**src/rtl/psort_pkg.sv**
```systemverilog
package psort_pkg;

    // Number of comparator layers for 2**lg keys.
    function automatic int depth_of(input int lg);
        return lg * (lg + 1) / 2;
    endfunction

    // Partner wire of wire w in layer s, or -1 when w passes straight through.
    // Layers 0..lg-1: pair phase with stride 2**s (w against w ^ stride).
    // Later layers: merge phase, stride a from N/4 down to 1, distance d = 2**k-1 halving to 1.
    function automatic int pair_of(input int lg, input int s, input int w);
        int n;
        int a;
        int d;
        int rem;
        int p;
        n = 1 << lg;
        p = -1;
        a = 0;
        d = 0;
        if (s < lg) begin
            p = w ^ (1 << s);
        end else begin
            rem = s - lg;
            for (int j = 0; j <= lg - 2; j++) begin
                if (a == 0) begin
                    if (rem < j + 1) begin
                        a = n >> (j + 2);
                        d = ((1 << (j + 1)) - 1) >> rem;
                    end else begin
                        rem = rem - (j + 1);
                    end
                end
            end
            if (a != 0) begin
                if ((w & a) != 0) begin
                    if (w + d * a < n) p = w + d * a;
                end else if (w >= (d + 1) * a) begin
                    p = w - d * a;
                end
            end
        end
        return p;
    endfunction

endpackage

```
**src/rtl/psort_cmp.sv**
```systemverilog
module psort_cmp #(
    parameter int W = 8
) (
    input  logic [W-1:0] key_a,
    input  logic [W-1:0] key_b,
    output logic [W-1:0] key_lo,
    output logic [W-1:0] key_hi
);
    logic swap;

    always_comb begin
        swap   = key_b < key_a;
        key_lo = swap ? key_b : key_a;
        key_hi = swap ? key_a : key_b;
    end
endmodule

```
**src/rtl/psort_layer.sv**
```systemverilog
module psort_layer #(
    parameter int N   = 8,
    parameter int W   = 8,
    parameter int LG  = 3,
    parameter int SEL = 0
) (
    input  logic [N*W-1:0] keys_in,
    output logic [N*W-1:0] keys_out
);
    for (genvar w = 0; w < N; w++) begin : g_wire
        localparam int P = psort_pkg::pair_of(LG, SEL, w);
        if (P < 0) begin : g_pass
            assign keys_out[w*W +: W] = keys_in[w*W +: W];
        end else if (P > w) begin : g_cmp
            psort_cmp #(.W(W)) u_cmp (
                .key_a  (keys_in[w*W +: W]),
                .key_b  (keys_in[P*W +: W]),
                .key_lo (keys_out[w*W +: W]),
                .key_hi (keys_out[P*W +: W])
            );
        end
    end
endmodule

```
**src/rtl/psort_stage.sv**
```systemverilog
module psort_stage #(
    parameter int N    = 8,
    parameter int W    = 8,
    parameter bit PIPE = 1'b1
) (
    input  logic           clk,
    input  logic           rst,
    input  logic           vld_in,
    input  logic [N*W-1:0] keys_in,
    output logic           vld_out,
    output logic [N*W-1:0] keys_out
);
    if (PIPE) begin : g_reg
        typedef struct packed {
            logic           vld;
            logic [N*W-1:0] keys;
        } stage_t;

        stage_t st_d;
        stage_t st_q;

        always_comb begin
            st_d     = st_q;
            st_d.vld = rst ? 1'b0 : vld_in;
            if (vld_in) st_d.keys = keys_in;
        end

        always_ff @(posedge clk) begin
            st_q <= st_d;
        end

        assign vld_out  = st_q.vld;
        assign keys_out = st_q.keys;
    end else begin : g_wire
        assign vld_out  = vld_in;
        assign keys_out = keys_in;
    end
endmodule

```
**src/rtl/pairsort_net.sv**
```systemverilog
module pairsort_net #(
    parameter int N    = 8,
    parameter int W    = 8,
    parameter bit PIPE = 1'b1
) (
    input  logic           clk,
    input  logic           rst,
    input  logic           in_vld,
    input  logic [N*W-1:0] in_keys,
    output logic           out_vld,
    output logic [N*W-1:0] out_keys
);
    localparam int LG    = $clog2(N);
    localparam int DEPTH = psort_pkg::depth_of(LG);

    logic [N*W-1:0] k_at  [DEPTH+1];
    logic           v_at  [DEPTH+1];
    logic [N*W-1:0] k_cmp [DEPTH];

    assign k_at[0] = in_keys;
    assign v_at[0] = in_vld;

    for (genvar s = 0; s < DEPTH; s++) begin : g_layer
        psort_layer #(.N(N), .W(W), .LG(LG), .SEL(s)) u_layer (
            .keys_in  (k_at[s]),
            .keys_out (k_cmp[s])
        );
        psort_stage #(.N(N), .W(W), .PIPE(PIPE)) u_stage (
            .clk      (clk),
            .rst      (rst),
            .vld_in   (v_at[s]),
            .keys_in  (k_cmp[s]),
            .vld_out  (v_at[s+1]),
            .keys_out (k_at[s+1])
        );
    end

    assign out_vld  = v_at[DEPTH];
    assign out_keys = k_at[DEPTH];
endmodule

```
**config.mk**
```make
export PLATFORM = sky130hd
export DESIGN_NAME = pairsort_net
export DESIGN_NICKNAME = d
export VERILOG_FILES = /design/src/rtl/psort_pkg.sv /design/src/rtl/psort_cmp.sv /design/src/rtl/psort_layer.sv /design/src/rtl/psort_stage.sv /design/src/rtl/pairsort_net.sv
export SDC_FILE = /design/constraint.sdc
export NUM_CORES = 1
export LEC_CHECK = 0
export ABC_AREA = 1
export BUFFER_PORTS_ARGS = -buffer_cell sky130_fd_sc_hd__buf_2
export CORE_ASPECT_RATIO = 1.4
export CORE_UTILIZATION = 62
export DETAILED_ROUTE_END_ITERATION = 10
export HOLD_SLACK_MARGIN = 0.05
export PLACE_DENSITY = 0.84
export SYNTH_ARGS = -nofsm -noshare
export SYNTH_HDL_FRONTEND = slang
export SYNTH_HIERARCHICAL = 1
export SYNTH_SLANG_ARGS = --single-unit
```
**constraint.sdc**
```tcl
create_clock -name clk -period 6.36 [get_ports clk]
set_input_delay 0.636 -clock clk [delete_from_list [all_inputs] [get_ports clk]]
set_output_delay 0.636 -clock clk [all_outputs]
set_load 0.02 [all_outputs]
```
# == Yosys cells after proc, flatten, opt, wreduce, memory -nomap -nowiden ==
# Index checks and enable logic that the tools add are counted.
# W data, S select, Z words.
# op_classes
magnitude_cmp,19
n_mux,38
# op_table
cell,n
$mux W8,38
$lt A8 B8 Y1,19
# word_totals
ff_bits,390
inputBits,67
out_inout_bits,65

# == Longest topological paths before layout ==
# Gate-level depths: netlist of the first run.
# depth
depth_word,2
depth_mapped,11
ltp_nobuf,10

# == By module ==
# The synthesis of the first run kept the hierarchy.
# modules_own_cells
module,n_inst,cells_each,area_each_um2,seq_area_each_um2
psort_stage,6,67,1951.9,1941.9
psort_cmp,19,84,469.2,0.0
psort_layer (g_layer[3].u_layer ...),2,32,240.2,0.0
psort_layer (g_layer[5].u_layer),1,16,120.1,0.0

# == Worst setup path before layout of the first run ==
# No wires, ideal clock.
# synth_path
path_type,reg2reg
from,"register g_layer[0].u_stage.g_reg.st_q, in the netlist g_layer[0].u_stage/vld_out"
to,"register g_layer[1].u_stage.g_reg.st_q, in the netlist g_layer[1].u_stage/keys_out[0] (enable)"
arrival_time_ns,1.685
required_ns,5.932
path_slack_ns,4.247
path_stages_with_launch,1
path_buffers,0
period_less_slack_ns,2.113
cell_sequence,dfxtp_1
# synth_lines
element,line_no,text
from (decl),psort_stage.sv:20,stage_t st_q;
from (signal assigned),psort_stage.sv:29,st_q <= st_d;
to (signal assigned),psort_stage.sv:29,
to (decl),psort_stage.sv:20,
# No word-level cell between the ends.

==> impl_metrics.toml, run 1 <==
[sta]
max-slew-margin-rel = 0.490
max_freq_mhz = 437
hold_viol_final = 0
setup_violations = 0
period_share = 0.360
final_max_slew_viol_count = 0
tns_ps = 0
worst_slew_pin_slew_ps = 765
skew_ps = 9.38
fin_crit_ps = 2290
grt_setup_unrepaired = "no"

[power_and_ir_drop]
power_density_nw_per_um2 = 304
swShare = 0.267
power_frac_seq = 0.474
power.net_switching_mw = 1.82
ir_worst_vdd_mv = 0.172
power.internal_mw = 4.99
fin_total_pwr_mw = 6.80
p_clk_frac = 0.357
p_leak_nw = 10.4
power_frac_comb = 0.169

[worst_hold_path]
hold_start = "in_keys[37]"
hp-class = "primary input to flip-flop"
holdPathEnd = "g_layer[0].u_stage/keys_out[37]"
hold_depth = 3

[synthesis]
ys.flop_type = "edfxtp_1"
synth_area_leader_cell = "edfxtp_1"
yosysUniqueCellTypes = 16
synth_common_cells = "nand2_1, edfxtp_1, nand3_1"
yosysWarnings = 6
synthCells = 2078
ys_seq_elements = 390
synth_edf_count = 384
synth_area_leaders = "edfxtp_1, nand2_1, ha_1, nand3_1, buf_4"
yosysSeqAreaShare = 0.549
netlist.area_leader.share = 0.543
synth_nets = 2278
synth_most_common_cell = "nand2_1"
synthArstFlopShare = 0
synth_area_per_cell_um2 = 10.2
syn-cell-area_um2 = 21200

[clock_tree]
clock_tree.buffer_depth = 3
cts_tree = "yes"
clkSinkCount = 390
clk_latency_ps = 530
cts_hold_buffers = 0
clk_root_buffer_cell = "clkbuf_16"
path_clk_slew_ps = 70
cts_setup_buffers = 0
post_cts_resized = 0
cts_made_buffers = 38
htreeDepth = 2

[setup_path]
r2r-start = "g_layer[0].u_stage/keys_out[7]"
ff2ff_path_depth = 7
critical_path_required_ps = 6590
cp-start-kind = "flip-flop"
reg2reg_to = "g_layer[1].u_stage/keys_out[3]"
cp.arrival_ps = 2520
critPathMaxFanout = 17
worst-setup-path-type = "flip-flop to flip-flop"
ff2ff_setup_slack_ps = 4070
end_kind = "flip-flop"

[floorplan]
die_w_um = 158
rows = 79
io_pins = 132
design.core.area_um2 = 33500
initial_core_util = 0.633
die_y_um = 221
die_area_um2 = 35000

[status]
outcome = "complete, no violations"

[route]
detail-route-antenna-nets = 0
vias = 13906
drt-total-wl_um = 36600
drc = 0
route.detailed.wl_per_inst_um = 14.2
vias_per_cell = 5.40
drtIter0Drc = 841
dr.pass1.iters = 5

[place]
dp_hpwl_um = 27700
portBuffers = 131
finalWeightedCongestion = 0.936

[layout]
antenna_cells = 0
layout-drive-gt1-share = 0.154
area_delta_synth_final_pct = 5.56
nets = 2299

[global_route]
track_usage = 0.219
grt_pass1_wl_um = 61600
grt_max_degree = 66
grt_pass1_vias = 13452
grt_overflow = 0
antenna_found_initial = 0

[job]
cap_violations = 0
per-stage QoR:
step	utilization	worst slack [ps]	cell area (µm²)	hold WS, ps	std cells
6_report	0.669	4070	22400	397	2574
3_3_place_gp	0.627	4050	21000	403	2504
5_1_grt	0.669	3960	22400	400	2574
3_5_place_dp	0.627	3960	21000	405	2504
2_1_floorplan	-	4250	21200	490	2078
4_1_cts	0.669	4090	22400	379	2574
power by group through the flow:
stage / registers [mW] / logic (mW) / clock network, mW
2_1_floorplan: 3.24 / 1.03 / 0
3_3_place_gp: 3.27 / 1.07 / 0
3_5_place_dp: 3.28 / 1.13 / 0
4_1_cts: 3.23 / 1.14 / 2.47
5_1_grt: 3.24 / 1.30 / 2.56
6_report: 3.23 / 1.15 / 2.43
per-layer routing:
layer | wire (µm) | global-route usage
met1 | 13600 | 0.237
met4 | 2410 | 0.147
met5 | 0 | 0
met3 | 1520 | 0.0284
met2 | 19100 | 0.392
kinds of logic (layout without fill, tap and decap cells):
logic type               count (synthesis)  count (layout)  share of synthesized area
AO/OA/AOI/OAI                           76              76                     0.0202
flip-flops                             390             390                      0.549
adder cells (fa/ha/maj)                133             133                     0.0784
AND/OR/NAND/NOR                       1127            1127                      0.248
buffers and inverters                  352             403                      0.104
critical path: stages, from the launching register on:
cell	delay [ps]
edfxtp_1	460
inv_1	70
ha_1	310
a21oi_1	150
o21a_1	570
nand2_8	170
nand2_1	90
nand2_1	160
worst max path at each step:
stage / endpoint / from / cells after the start
after floorplan: g_layer[1].u_stage/keys_out[0] / g_layer[0].u_stage/vld_out / 0
after global placement: g_layer[0].u_stage/keys_out[53] / in_keys[55] / 8
after detailed placement: g_layer[0].u_stage/keys_out[53] / in_keys[55] / 8
after CTS: g_layer[1].u_stage/keys_out[3] / g_layer[0].u_stage/keys_out[7] / 7
after global routing: g_layer[1].u_stage/keys_out[3] / g_layer[0].u_stage/keys_out[5] / 7
final: g_layer[1].u_stage/keys_out[3] / g_layer[0].u_stage/keys_out[7] / 7
cell type report:
| class | count | area [µm²] |
|---|---|---|
| clock buffer | 44 | 1040 |
| clock inverter | 26 | 359 |
| fill | 2422 | 11100 |
| inverter | 196 | 736 |
| multi-input combinational | 1336 | 7360 |
| sequential | 390 | 11700 |
| tap | 445 | 557 |
| timing repair buffer | 137 | 701 |
placed cells by master (no fill, tap or decap), types with 3 or more instances in the layout:
master / n
nand2_1: 684
edfxtp_1: 384
nand3_1: 304
inv_1: 196
ha_1: 133
buf_2: 131
nand2_2: 76
a21oi_1: 57
clkbuf_16: 41
nor2_1: 19
nand2_4: 19
o21a_1: 19
nand2_8: 19
bufinv_16: 8
clkinv_2: 7
clkinvlp_4: 6
nor2_2: 6
buf_4: 6
dfxtp_2: 5
clkbuf_1: 3
clkinv_4: 3
sequential cells by signal, indices dropped and copies added, names as in the netlist:
name                      cells
g_layer.u_stage/keys_out    384
g_layer.u_stage/vld_out       6
No activity file was read; power rests on OpenSTA's default activity.
==> run 2, diff against run 1 <==
==> constraint.sdc (replaced) <==
create_clock -name clk -period 2.3 [get_ports clk]
set_input_delay 0.23 -clock clk [delete_from_list [all_inputs] [get_ports clk]]
set_output_delay 0.23 -clock clk [all_outputs]
set_load 0.02 [all_outputs]
==> run 2 against run 1 <==
Effect of this change: the flow now finishes with violations (negative setup slack); clock skew is 2.2 ps higher; utilization is 3.3 points higher; via count is 4.9% higher; critical path depth is 3 higher; die area stayed put; critical endpoint is now g_layer[0].u_stage/keys_out[20]; largest power group unchanged.
==> impl_metrics.toml, run 2 (synthesis results as in run 1) <==
[status]
outcome = "finished, violations left"
violations = "negative setup slack"

[route]
dr.pass1.iters = 6
vias_per_cell = 5.42
drc = 0
drt-total-wl_um = 41200
detail-route-antenna-nets = 0
route.detailed.wl_per_inst_um = 15.3
drtIter0Drc = 1099
vias = 14586

[setup_path]
critPathMaxFanout = 13
r2r-start = "g_layer[1].u_stage/keys_out[7]"
end_kind = "flip-flop"
endpoint = "g_layer[0].u_stage/keys_out[20]"
crit_slowest_cell = "dlygate4sd3_1"
critical_path_required_ps = 2700
ff2ff_path_depth = 7
worst-setup-path-type = "primary input to flip-flop"
path_common_cell = "dlygate4sd3_1"
max_stage_delay_ps = 540
ff2ff_setup_slack_ps = 290
cp-start-kind = "primary input"
cp.arrival_ps = 2890
crit_path_cell_trace = "dlygate4sd3_1, buf_2, inv_1, ha_1, a21oi_1, o21a_4, buf_4, nand3_1, nand2_1, dlygate4sd3_1"
reg2reg_to = "g_layer[2].u_stage/keys_out[6]"
startpoint = "in_keys[23]"

[global_route]
grt_pass1_wl_um = 65100
grt_pass1_vias = 13989
track_usage = 0.234
grt_overflow = 0
antenna_found_initial = 0
grt_max_degree = 66

[sta]
setup_violations = 9
skew_ps = 11.6
hold_viol_final = 0
period_share = 1.08
fin_ws_ps = -194
worst_slew_pin_slew_ps = 663
fin_crit_ps = 2490
final_max_slew_viol_count = 0
max-slew-margin-rel = 0.558
max_freq_mhz = 401

[power_and_ir_drop]
p_leak_nw = 10.9
ir_worst_vdd_mv = 0.567
power_density_nw_per_um2 = 797
fin_total_pwr_mw = 18.7

[clock_tree]
clkSinkCount = 390
htreeDepth = 2
cts_made_buffers = 37
cts_tree = "yes"
clk_latency_ps = 530
clock_tree.buffer_depth = 3
path_clk_slew_ps = 60
clk_root_buffer_cell = "clkbuf_16"

[layout]
nets = 2416
area_delta_synth_final_pct = 10.8
final_common_cell = "nand2_1"
largest_reg_flops = 384
layout-drive-gt1-share = 0.160
antenna_cells = 0
num-fill-cells = 2285
layout_common_cells = "nand2_1, edfxtp_1, nand3_1, inv_1, ha_1"

[place]
portBuffers = 131
finalWeightedCongestion = 0.946
dp_hpwl_um = 28000
pre_cts_slack_ps = 313

[floorplan]
initial_core_util = 0.633
die_area_um2 = 35000
rows = 79
die_y_um = 221
design.core.area_um2 = 33500
die_w_um = 158
io_pins = 132

[job]
cap_violations = 0

[worst_hold_path]
hp-class = "primary input to flip-flop"
## run 2: cell count changes in the layout (fill, tap and decap cells not counted), sizes merged
| cell | change |
|---|---|
| clkinvlp | -4 |
| bufinv | -2 |
| dlygate4sd3 | +91 |
| clkinv | +4 |
| buf | +27 |
## run 2: layer usage
metal	global-route usage	share of wire	vias up
met5	0	0	-
met4	0.132	0.067	0
met3	0.0309	0.048	177
met2	0.437	0.54	610
met1	0.245	0.35	6676
li1	-	-	7123
## run 2: stage by stage
stage	setup TNS, ps	area (µm²)	utilization	hold WS [ps]	cells
6_report	-1300	23500	0.702	72.9	2690
5_1_grt	-1550	23500	0.702	70.2	2690
4_1_cts	0	23400	0.699	56.3	2685
3_5_place_dp	0	21200	0.633	405	2526
3_3_place_gp	0	21200	0.633	402	2526
2_1_floorplan	0	21200	-	297	2078
## run 2: area by class of cell
class / count / area, µm² / area share
clock buffer: 44 / 1010 / 0.0431
clock inverter: 24 / 273 / 0.0116
inverter: 196 / 736 / 0.0313
multi-input combinational: 1336 / 7440 / 0.316
sequential: 390 / 11700 / 0.495
tap: 445 / 557 / 0.0237
timing repair buffer: 255 / 1850 / 0.0787
## run 2: worst min path at each step
stage	slack (ps)	endpoint	from	cells after the start
after floorplan	300	g_layer[0].u_stage/vld_out	rst	1
after global placement	400	g_layer[4].u_stage/keys_out[19]	g_layer[3].u_stage/keys_out[19]	0
after detailed placement	400	g_layer[4].u_stage/keys_out[46]	g_layer[3].u_stage/keys_out[46]	0
after CTS	60	g_layer[0].u_stage/keys_out[63]	in_keys[63]	3
after global routing	70	g_layer[0].u_stage/keys_out[5]	in_keys[5]	3
final	70	g_layer[0].u_stage/keys_out[63]	in_keys[63]	3
## run 2: worst max-delay path, delay by kind of cell
kind	cells	cell delay, ps
buffers and inverters	5	1520
AOI/OAI and AO/OA	2	580
adders and majority gates	1	340
and+or+nand+nor	2	210
## run 2: report_power, final
part	internal [mW]	total (mW)	leakage (nW)	switching (mW)
Sequential	8.53	8.99	3.60	0.456
Clock	3.83	6.34	0.635	2.50
Combinational	1.34	3.42	6.64	2.08
## run 2: repair_timing
action,CTS,global route
resized for setup,0,17
setup buffers,0,5
hold endpoints to repair,65,0
endpoints found under the setup margin,0,30
hold buffers,91,0
